**src/rtl/flash_seq_pkg.sv**
```systemverilog
package flash_seq_pkg;

    localparam int NPROT  = 4;
    localparam int PIDX_W = 2;

    typedef enum logic [2:0] {
        OP_NONE = 3'd0,
        OP_PROG = 3'd1,
        OP_SECT = 3'd2,
        OP_CHIP = 3'd3,
        OP_PROT = 3'd4
    } op_e;

    typedef enum logic [2:0] {
        ST_START,
        ST_IDLE,
        ST_LOAD,
        ST_EXEC,
        ST_SUSP,
        ST_SLOAD,
        ST_SPROG
    } state_e;

    typedef struct packed {
        logic susp;
        logic go;
        op_e  code;
    } ctl_cmd_t;

    function automatic ctl_cmd_t decode_ctl(input logic [4:0] w);
        ctl_cmd_t c;
        c.susp = w[4];
        c.go   = w[3];
        case (w[2:0])
            3'd1:    c.code = OP_PROG;
            3'd2:    c.code = OP_SECT;
            3'd3:    c.code = OP_CHIP;
            3'd4:    c.code = OP_PROT;
            default: c.code = OP_NONE;
        endcase
        return c;
    endfunction

    // operations that need a latched target before they can run
    function automatic logic needs_target(input op_e op);
        return (op == OP_PROG) || (op == OP_SECT) || (op == OP_PROT);
    endfunction

    function automatic int max_of4(input int a, input int b, input int c, input int d);
        int m;
        m = a;
        if (b > m) m = b;
        if (c > m) m = c;
        if (d > m) m = d;
        return m;
    endfunction

endpackage

```
**src/rtl/flash_seq_timer.sv**
```systemverilog
module flash_seq_timer #(
    parameter int             CW      = 8,
    parameter logic [CW-1:0]  RST_VAL = '0
) (
    input  logic          clk,
    input  logic          rst,
    input  logic          load,
    input  logic [CW-1:0] load_val,
    input  logic          dec,
    output logic [CW-1:0] cnt,
    output logic          last
);

    always_ff @(posedge clk) begin
        if (rst) begin
            cnt <= RST_VAL;
        end else if (load) begin
            cnt <= load_val;
        end else if (dec && cnt != '0) begin
            cnt <= cnt - CW'(1);
        end
    end

    assign last = (cnt == CW'(1));

endmodule

```
**src/rtl/flash_seq_fsm.sv**
```systemverilog
module flash_seq_fsm
    import flash_seq_pkg::*;
#(
    parameter int AW      = 8,
    parameter int CW      = 7,
    parameter int T_START = 20,
    parameter int T_PROG  = 6,
    parameter int T_SECT  = 40,
    parameter int T_CHIP  = 60
) (
    input  logic                  clk,
    input  logic                  rst,
    input  logic                  pwr_down,
    input  logic                  ctl_we,
    input  logic [4:0]            ctl_wdata,
    input  logic                  mem_we,
    input  logic [AW-1:0]         mem_addr,
    input  logic [7:0]            mem_wdata,
    output logic                  busy,
    output logic                  suspended,
    output op_e                   op_sel,
    output logic                  commit,
    output op_e                   commit_kind,
    output logic [AW-1:0]         tgt_addr,
    output logic [7:0]            tgt_data,
    output logic [AW-1:0]         sect_addr,
    output logic [NPROT-1:0]      prot_mask,
    output logic [NPROT-1:0][7:0] prot_data
);

    state_e   st, st_n;
    op_e      sel, sel_n;
    logic     nested, nest_n;
    logic [CW-1:0] erase_left, left_n;
    logic [AW-1:0] ta_n, sa_n;
    logic [7:0]    td_n;
    logic [NPROT-1:0]      pm_n;
    logic [NPROT-1:0][7:0] pd_n;

    logic          t_load, t_dec, t_last;
    logic [CW-1:0] t_val, t_cnt;
    ctl_cmd_t      cmd;

    assign cmd = decode_ctl(ctl_wdata);

    function automatic logic [CW-1:0] run_len(input op_e op);
        case (op)
            OP_SECT: return CW'(T_SECT);
            OP_CHIP: return CW'(T_CHIP);
            default: return CW'(T_PROG);
        endcase
    endfunction

    flash_seq_timer #(
        .CW      (CW),
        .RST_VAL (CW'(T_START))
    ) u_timer (
        .clk      (clk),
        .rst      (rst),
        .load     (t_load),
        .load_val (t_val),
        .dec      (t_dec),
        .cnt      (t_cnt),
        .last     (t_last)
    );

    always_comb begin
        st_n   = st;
        sel_n  = sel;
        nest_n = nested;
        left_n = erase_left;
        ta_n   = tgt_addr;
        td_n   = tgt_data;
        sa_n   = sect_addr;
        pm_n   = prot_mask;
        pd_n   = prot_data;
        t_load = 1'b0;
        t_val  = '0;
        t_dec  = 1'b0;
        if (pwr_down) begin
            st_n   = ST_START;
            sel_n  = OP_NONE;
            nest_n = 1'b0;
            pm_n   = '0;
            t_load = 1'b1;
            t_val  = CW'(T_START);
        end else begin
            case (st)
                ST_START: begin
                    t_dec = 1'b1;
                    if (t_last) st_n = ST_IDLE;
                end
                ST_IDLE: begin
                    if (ctl_we) begin
                        if (cmd.go) begin
                            if (cmd.code == OP_CHIP) begin
                                sel_n  = OP_CHIP;
                                st_n   = ST_EXEC;
                                t_load = 1'b1;
                                t_val  = CW'(T_CHIP);
                            end else begin
                                sel_n = OP_NONE;   // nothing latched: done at once
                            end
                        end else begin
                            sel_n = cmd.code;
                        end
                    end else if (mem_we && needs_target(sel)) begin
                        st_n = ST_LOAD;
                        case (sel)
                            OP_PROG: begin
                                ta_n = mem_addr;
                                td_n = mem_wdata;
                            end
                            OP_SECT: sa_n = mem_addr;
                            default: begin
                                pm_n[mem_addr[PIDX_W-1:0]] = 1'b1;
                                pd_n[mem_addr[PIDX_W-1:0]] = mem_wdata;
                            end
                        endcase
                    end
                end
                ST_LOAD: begin
                    if (ctl_we && cmd.go) begin
                        st_n   = ST_EXEC;
                        t_load = 1'b1;
                        t_val  = run_len(sel);
                    end else if (mem_we && sel == OP_PROT) begin
                        pm_n[mem_addr[PIDX_W-1:0]] = 1'b1;
                        pd_n[mem_addr[PIDX_W-1:0]] = mem_wdata;
                    end
                end
                ST_EXEC: begin
                    t_dec = 1'b1;
                    if (t_last) begin
                        st_n  = ST_IDLE;
                        sel_n = OP_NONE;
                        pm_n  = '0;
                    end else if (ctl_we && cmd.susp && sel == OP_SECT) begin
                        st_n   = ST_SUSP;
                        left_n = t_cnt - CW'(1);
                    end
                end
                ST_SUSP: begin
                    if (ctl_we) begin
                        if (nested) begin
                            if (cmd.go) nest_n = 1'b0;
                        end else if (!cmd.go && cmd.code == OP_PROG) begin
                            nest_n = 1'b1;
                        end else if (cmd.go && (cmd.code == OP_NONE || cmd.code == OP_SECT)) begin
                            st_n   = ST_EXEC;
                            t_load = 1'b1;
                            t_val  = erase_left;
                        end
                    end else if (mem_we && nested) begin
                        st_n = ST_SLOAD;
                        ta_n = mem_addr;
                        td_n = mem_wdata;
                    end
                end
                ST_SLOAD: begin
                    if (ctl_we && cmd.go) begin
                        st_n   = ST_SPROG;
                        t_load = 1'b1;
                        t_val  = CW'(T_PROG);
                    end
                end
                ST_SPROG: begin
                    t_dec = 1'b1;
                    if (t_last) begin
                        st_n   = ST_SUSP;
                        nest_n = 1'b0;
                    end
                end
                default: st_n = ST_START;
            endcase
        end
    end

    always_ff @(posedge clk) begin
        if (rst) begin
            st         <= ST_START;
            sel        <= OP_NONE;
            nested     <= 1'b0;
            erase_left <= '0;
            tgt_addr   <= '0;
            tgt_data   <= '0;
            sect_addr  <= '0;
            prot_mask  <= '0;
            prot_data  <= '0;
        end else begin
            st         <= st_n;
            sel        <= sel_n;
            nested     <= nest_n;
            erase_left <= left_n;
            tgt_addr   <= ta_n;
            tgt_data   <= td_n;
            sect_addr  <= sa_n;
            prot_mask  <= pm_n;
            prot_data  <= pd_n;
        end
    end

    assign busy        = (st == ST_START) || (st == ST_LOAD) || (st == ST_EXEC)
                      || (st == ST_SLOAD) || (st == ST_SPROG);
    assign suspended   = (st == ST_SUSP) || (st == ST_SLOAD) || (st == ST_SPROG);
    assign op_sel      = (st == ST_START) ? OP_NONE : (nested ? OP_PROG : sel);
    assign commit      = ((st == ST_EXEC) || (st == ST_SPROG)) && t_last;
    assign commit_kind = (st == ST_SPROG) ? OP_PROG : sel;

endmodule

```
**src/rtl/flash_seq_store.sv**
```systemverilog
module flash_seq_store
    import flash_seq_pkg::*;
#(
    parameter int AW      = 8,
    parameter int SECT_AW = 4
) (
    input  logic                  clk,
    input  logic                  rst,
    input  logic                  busy,
    input  logic                  commit,
    input  op_e                   commit_kind,
    input  logic [AW-1:0]         tgt_addr,
    input  logic [7:0]            tgt_data,
    input  logic [AW-1:0]         sect_addr,
    input  logic [NPROT-1:0]      prot_mask,
    input  logic [NPROT-1:0][7:0] prot_data,
    input  logic [AW-1:0]         rd_addr,
    output logic [7:0]            rd_data,
    output logic [NPROT*8-1:0]    prot_q
);

    localparam int DEPTH = 1 << AW;

    logic [7:0] cells [DEPTH];

    always_ff @(posedge clk) begin
        if (rst) begin
            for (int i = 0; i < DEPTH; i++) cells[i] <= 8'hFF;
        end else if (commit) begin
            case (commit_kind)
                OP_PROG: cells[tgt_addr] <= cells[tgt_addr] & tgt_data;
                OP_SECT: begin
                    for (int i = 0; i < DEPTH; i++) begin
                        if ((AW'(i) >> SECT_AW) == (sect_addr >> SECT_AW))
                            cells[i] <= 8'hFF;
                    end
                end
                OP_CHIP: begin
                    for (int i = 0; i < DEPTH; i++) cells[i] <= 8'hFF;
                end
                default: ;
            endcase
        end
    end

    generate
        for (genvar g = 0; g < NPROT; g++) begin : g_prot
            logic [7:0] pbyte;
            always_ff @(posedge clk) begin
                if (rst) begin
                    pbyte <= 8'hFF;
                end else if (commit && commit_kind == OP_PROT && prot_mask[g]) begin
                    pbyte <= pbyte & prot_data[g];
                end
            end
            assign prot_q[g*8 +: 8] = pbyte;
        end
    endgenerate

    assign rd_data = busy ? 8'hFF : cells[rd_addr];

endmodule

```
**src/rtl/flash_seq.sv**
```systemverilog
module flash_seq
    import flash_seq_pkg::*;
#(
    parameter int AW      = 8,
    parameter int SECT_AW = 4,
    parameter int T_START = 20,
    parameter int T_PROG  = 6,
    parameter int T_SECT  = 40,
    parameter int T_CHIP  = 60
) (
    input  logic                 clk,
    input  logic                 rst,
    input  logic                 pwr_down,
    input  logic                 ctl_we,
    input  logic [4:0]           ctl_wdata,
    input  logic [AW-1:0]        mem_addr,
    input  logic                 mem_we,
    input  logic [7:0]           mem_wdata,
    output logic [7:0]           mem_rdata,
    output logic                 busy,
    output logic                 suspended,
    output logic [2:0]           op_sel,
    output logic [NPROT*8-1:0]   prot_q
);

    localparam int TMAX = max_of4(T_START, T_PROG, T_SECT, T_CHIP);
    localparam int CW   = $clog2(TMAX + 1);

    op_e                   sel_q;
    logic                  commit;
    op_e                   commit_kind;
    logic [AW-1:0]         tgt_addr;
    logic [7:0]            tgt_data;
    logic [AW-1:0]         sect_addr;
    logic [NPROT-1:0]      prot_mask;
    logic [NPROT-1:0][7:0] prot_data;

    flash_seq_fsm #(
        .AW      (AW),
        .CW      (CW),
        .T_START (T_START),
        .T_PROG  (T_PROG),
        .T_SECT  (T_SECT),
        .T_CHIP  (T_CHIP)
    ) u_fsm (
        .clk         (clk),
        .rst         (rst),
        .pwr_down    (pwr_down),
        .ctl_we      (ctl_we),
        .ctl_wdata   (ctl_wdata),
        .mem_we      (mem_we),
        .mem_addr    (mem_addr),
        .mem_wdata   (mem_wdata),
        .busy        (busy),
        .suspended   (suspended),
        .op_sel      (sel_q),
        .commit      (commit),
        .commit_kind (commit_kind),
        .tgt_addr    (tgt_addr),
        .tgt_data    (tgt_data),
        .sect_addr   (sect_addr),
        .prot_mask   (prot_mask),
        .prot_data   (prot_data)
    );

    flash_seq_store #(
        .AW      (AW),
        .SECT_AW (SECT_AW)
    ) u_store (
        .clk         (clk),
        .rst         (rst),
        .busy        (busy),
        .commit      (commit),
        .commit_kind (commit_kind),
        .tgt_addr    (tgt_addr),
        .tgt_data    (tgt_data),
        .sect_addr   (sect_addr),
        .prot_mask   (prot_mask),
        .prot_data   (prot_data),
        .rd_addr     (mem_addr),
        .rd_data     (mem_rdata),
        .prot_q      (prot_q)
    );

    assign op_sel = sel_q;

endmodule

```
**config.mk**
```make
export PLATFORM = sky130hd
export DESIGN_NAME = flash_seq
export DESIGN_NICKNAME = d
export VERILOG_FILES = /design/src/rtl/flash_seq_pkg.sv /design/src/rtl/flash_seq_timer.sv /design/src/rtl/flash_seq_fsm.sv /design/src/rtl/flash_seq_store.sv /design/src/rtl/flash_seq.sv
export SDC_FILE = /design/constraint.sdc
export NUM_CORES = 2
export LEC_CHECK = 0
export BUFFER_PORTS_ARGS = -buffer_cell sky130_fd_sc_hd__buf_4
export CAP_MARGIN = 20
export CELL_PAD_IN_SITES_DETAIL_PLACEMENT = 0
export CELL_PAD_IN_SITES_GLOBAL_PLACEMENT = 1
export CORE_UTILIZATION = 38
export DETAILED_ROUTE_END_ITERATION = 8
export GPL_ROUTABILITY_DRIVEN = 1
export GPL_TIMING_DRIVEN = 0
export MAX_ROUTING_LAYER = met4
export PLACE_DENSITY_LB_ADDON = 0.1
export SLEW_MARGIN = 15
export SYNTH_ARGS = -nofsm -noshare
export SYNTH_HDL_FRONTEND = slang
export SYNTH_HIERARCHICAL = 1
export SYNTH_SLANG_ARGS = --single-unit
```
**constraint.sdc**
```tcl
create_clock -name clk -period 7.25 [get_ports clk]
set_input_delay 0 -clock clk [delete_from_list [all_inputs] [get_ports clk]]
set_output_delay 0 -clock clk [all_outputs]
set_load 0.1 [all_outputs]
```
==> impl_metrics.env <==
export IMPL_vias=91970
export IMPL_clockRootBuffer="sky130_fd_sc_hd__clkbuf_16"
export IMPL_finClkSkew_ns=0.07511
export IMPL_initial_utilization_pct=38.27
export IMPL_syn_mean_instance_area_um2=14.06
export IMPL_layout_area_overhead_vs_synth_pct=16.84
export IMPL_drt_pre_antenna_iters=8
export IMPL_clkTransAtPathRegs_ns=0.06
export IMPL_worstPathMaxFanout=12
export IMPL_path_class="register to register"
export IMPL_violations="setup timing"
export IMPL_synthesis_instances=7939
export IMPL_placement_cell_area_um2=120700
export IMPL_final_routed_drc_violation_total=0
export IMPL_power_per_cell_area_nw_per_um2=229.5
export IMPL_fmax_achieved_mhz=126.4
export IMPL_cts_max_path_buffers=4
export IMPL_clock_tree_htree_level_count=5
export IMPL_first_iter_violations=20270
export IMPL_synth_area_um2=111600
export IMPL_final_weighted_congestion_of_routability_driven_global_placement=1.114
export IMPL_largest_net_degree_at_the_start_of_global_routing=20
export IMPL_chip_width_um=543.9
export IMPL_design_final_nets=8618
export IMPL_postCtsSetupRepairBufs=0
export IMPL_ys_warn_count=6
export IMPL_run_status="finished, violations left"
export IMPL_total_power_w=0.02993
export IMPL_final_hold_fails=0
export IMPL_worst_skew_pair_late_latency_ns=0.97
export IMPL_cts_buffers=267
export IMPL_stdcell_area_um2=130400
export IMPL_cellLeakagePower_nw=37.73
export IMPL_hold_worst_slack_ns=0.07024
export IMPL_numPortBuffers=67
export IMPL_clock_tree_from_tritoncts="built"
export IMPL_core_rowCount=198
export IMPL_grt_util_all_layers_pct=52.03
export IMPL_max_vdd_ir_drop_mv=0.1673
export IMPL_critical_path_rt_ns=7.87
export IMPL_hold_path_class="input port to register"
export IMPL_via_count_of_the_first_global_routing_pass=82330
export IMPL_worst_ep_arrival_time_ns=8.53
export IMPL_overflow=0
export IMPL_clock_sinks=2155
export IMPL_maxCapViolCount=0
export IMPL_dieArea_um2=295800
export IMPL_end_kind="register"
export IMPL_grt_antenna_before_repair=171
export IMPL_floorplan_io_pins=71
export IMPL_fin_crit_sh_pct=109.1
export IMPL_route_detailed_wl_per_inst_um=58.41
export IMPL_finalWorstPathRequiredPeriod_ns=7.910
export IMPL_setup_tns_ns=-591.07
export IMPL_post_route_cells_drive_above_1_share_pct=28.01
export IMPL_place_hpwl_um=565500
export IMPL_core_area_um2=291600
export IMPL_antenna_left=0
export IMPL_worst_slack_ns=-0.6604
export IMPL_final_max_slew_viol_count=0
export IMPL_cp_start_kind="register"
export IMPL_via_per_inst=7.127
export IMPL_postSynthNetCount=7969
export IMPL_chipHeight_um=543.9
export IMPL_drt_wl_total_um=753800
export IMPL_grt_first_pass_wirelength_um=930400
export IMPL_slew_headroom_pct=11.16
export IMPL_setup_viols_final=1913
export IMPL_worst_slew_pin_transition_ns=1.333
critical path, stage by stage (launching register included):
cell and delay [ns]:
sky130_fd_sc_hd__dfxtp_1 0.33, sky130_fd_sc_hd__buf_2 0.25, sky130_fd_sc_hd__buf_4 0.54, sky130_fd_sc_hd__buf_2 0.88, sky130_fd_sc_hd__buf_2 0.86, sky130_fd_sc_hd__buf_4 0.81, sky130_fd_sc_hd__mux2i_1 0.72, sky130_fd_sc_hd__nor3_1 0.12
sky130_fd_sc_hd__nor3_1 0.61, sky130_fd_sc_hd__nand4_1 0.45, sky130_fd_sc_hd__o31ai_2 0.67, sky130_fd_sc_hd__buf_4 0.65, sky130_fd_sc_hd__buf_2 0.51, sky130_fd_sc_hd__nand2_1 0.11
registers in the layout, indices dropped and copies added (netlist names):
register and count:
u_fsm/tgt_data 8, u_store/cells 2048, u_fsm/st 3, u_fsm/prot_mask 4, u_fsm/erase_left 6, u_fsm/tgt_addr 8
u_fsm/u_timer/cnt 6, u_fsm/sect_addr 4, u_fsm/prot_data 32, u_store/g_prot.pbyte 32, u_fsm/sel 3, u_fsm/nested 1
timing repair:
action | in CTS | in global routing
endpoints found under the hold margin | 77 | 0
endpoints found under the setup margin | 2237 | 236
hold buffers | 47 | 0
gates resized for setup | 64 | 9
power by group:
| part | switching, W | internal, W |
|---|---|---|
| clock | 0.00586 | 0.00754 |
| sequential | 0.000222 | 0.0140 |
| combinational | 0.00155 | 0.000775 |
final timing paths:
kind | depth (start not counted) | slack [ns] | from | to
min reg2reg | 2 | 0.46 | u_fsm/prot_mask[1] | u_fsm/prot_mask[1]
max reg2reg | 13 | -0.66 | u_fsm/tgt_addr[3] | u_store/cells[157][3]
max | 13 | -0.66 | u_fsm/tgt_addr[3] | u_store/cells[157][3]
min | 5 | 0.07 | ctl_wdata[1] | u_fsm/nested
per-layer routing:
layer	GRT usage (%)	up-vias	share of wire, %
met4	43.92	0	10
li1	-	32200	-
met5	-	-	0
met2	67.37	9220	40
met3	22.34	2254	15
met1	61.66	48300	35
layout by cell type, fill, tap and decap left out, types with 14 or more instances in the layout:
master,instances
sky130_fd_sc_hd__buf_2,239
sky130_fd_sc_hd__buf_16,15
sky130_fd_sc_hd__a31oi_1,17
sky130_fd_sc_hd__buf_12,59
sky130_fd_sc_hd__dlygate4sd3_1,47
sky130_fd_sc_hd__nand4_1,18
sky130_fd_sc_hd__buf_6,56
sky130_fd_sc_hd__clkinv_1,62
sky130_fd_sc_hd__buf_1,25
sky130_fd_sc_hd__nand3_1,84
sky130_fd_sc_hd__dfxtp_1,107
sky130_fd_sc_hd__a21oi_1,67
sky130_fd_sc_hd__o21ai_0,70
sky130_fd_sc_hd__a211oi_1,30
sky130_fd_sc_hd__clkbuf_16,271
sky130_fd_sc_hd__inv_1,14
sky130_fd_sc_hd__nand2b_1,97
sky130_fd_sc_hd__nand2_1,2207
sky130_fd_sc_hd__diode_2,212
sky130_fd_sc_hd__nor2b_1,58
sky130_fd_sc_hd__o21ai_1,242
sky130_fd_sc_hd__mux2i_1,236
sky130_fd_sc_hd__clkbuf_4,25
sky130_fd_sc_hd__clkbuf_2,78
sky130_fd_sc_hd__edfxtp_1,2048
sky130_fd_sc_hd__bufinv_16,17
sky130_fd_sc_hd__buf_4,378
sky130_fd_sc_hd__nor2_1,361
sky130_fd_sc_hd__nor3_1,31
sky130_fd_sc_hd__mux4_2,1108
sky130_fd_sc_hd__o22ai_1,48
sky130_fd_sc_hd__clkbuf_1,212
sky130_fd_sc_hd__mux2_2,43
sky130_fd_sc_hd__a22oi_1,97
sky130_fd_sc_hd__clkinv_2,33
sky130_fd_sc_hd__nor4_1,24
through the flow:
| step | setup slack (ns) | util, % | cells |
|---|---|---|---|
| 3_3_place_gp | -4.405 | 40.12 | 11910 |
| 5_1_grt | -0.005378 | 44.66 | 12850 |
| 3_5_place_dp | -2.323 | 41.40 | 12170 |
| 4_1_cts | 0.001403 | 44.51 | 12690 |
| 2_1_floorplan | 3.548 | - | 7939 |
| 6_report | -0.6604 | 44.71 | 12900 |
final cells by class:
class,instances,area [um^2]
timing repair buffer,382,4179
antenna,212,530.5
fill,26690,161200
buffer,707,3990
sequential,2155,63640
inverter,16,60.06
clock inverter,142,1385
multi-input combinational,5059,44690
tap,3900,4880
clock buffer,331,7027
No activity file was read; power rests on OpenSTA's default activity.
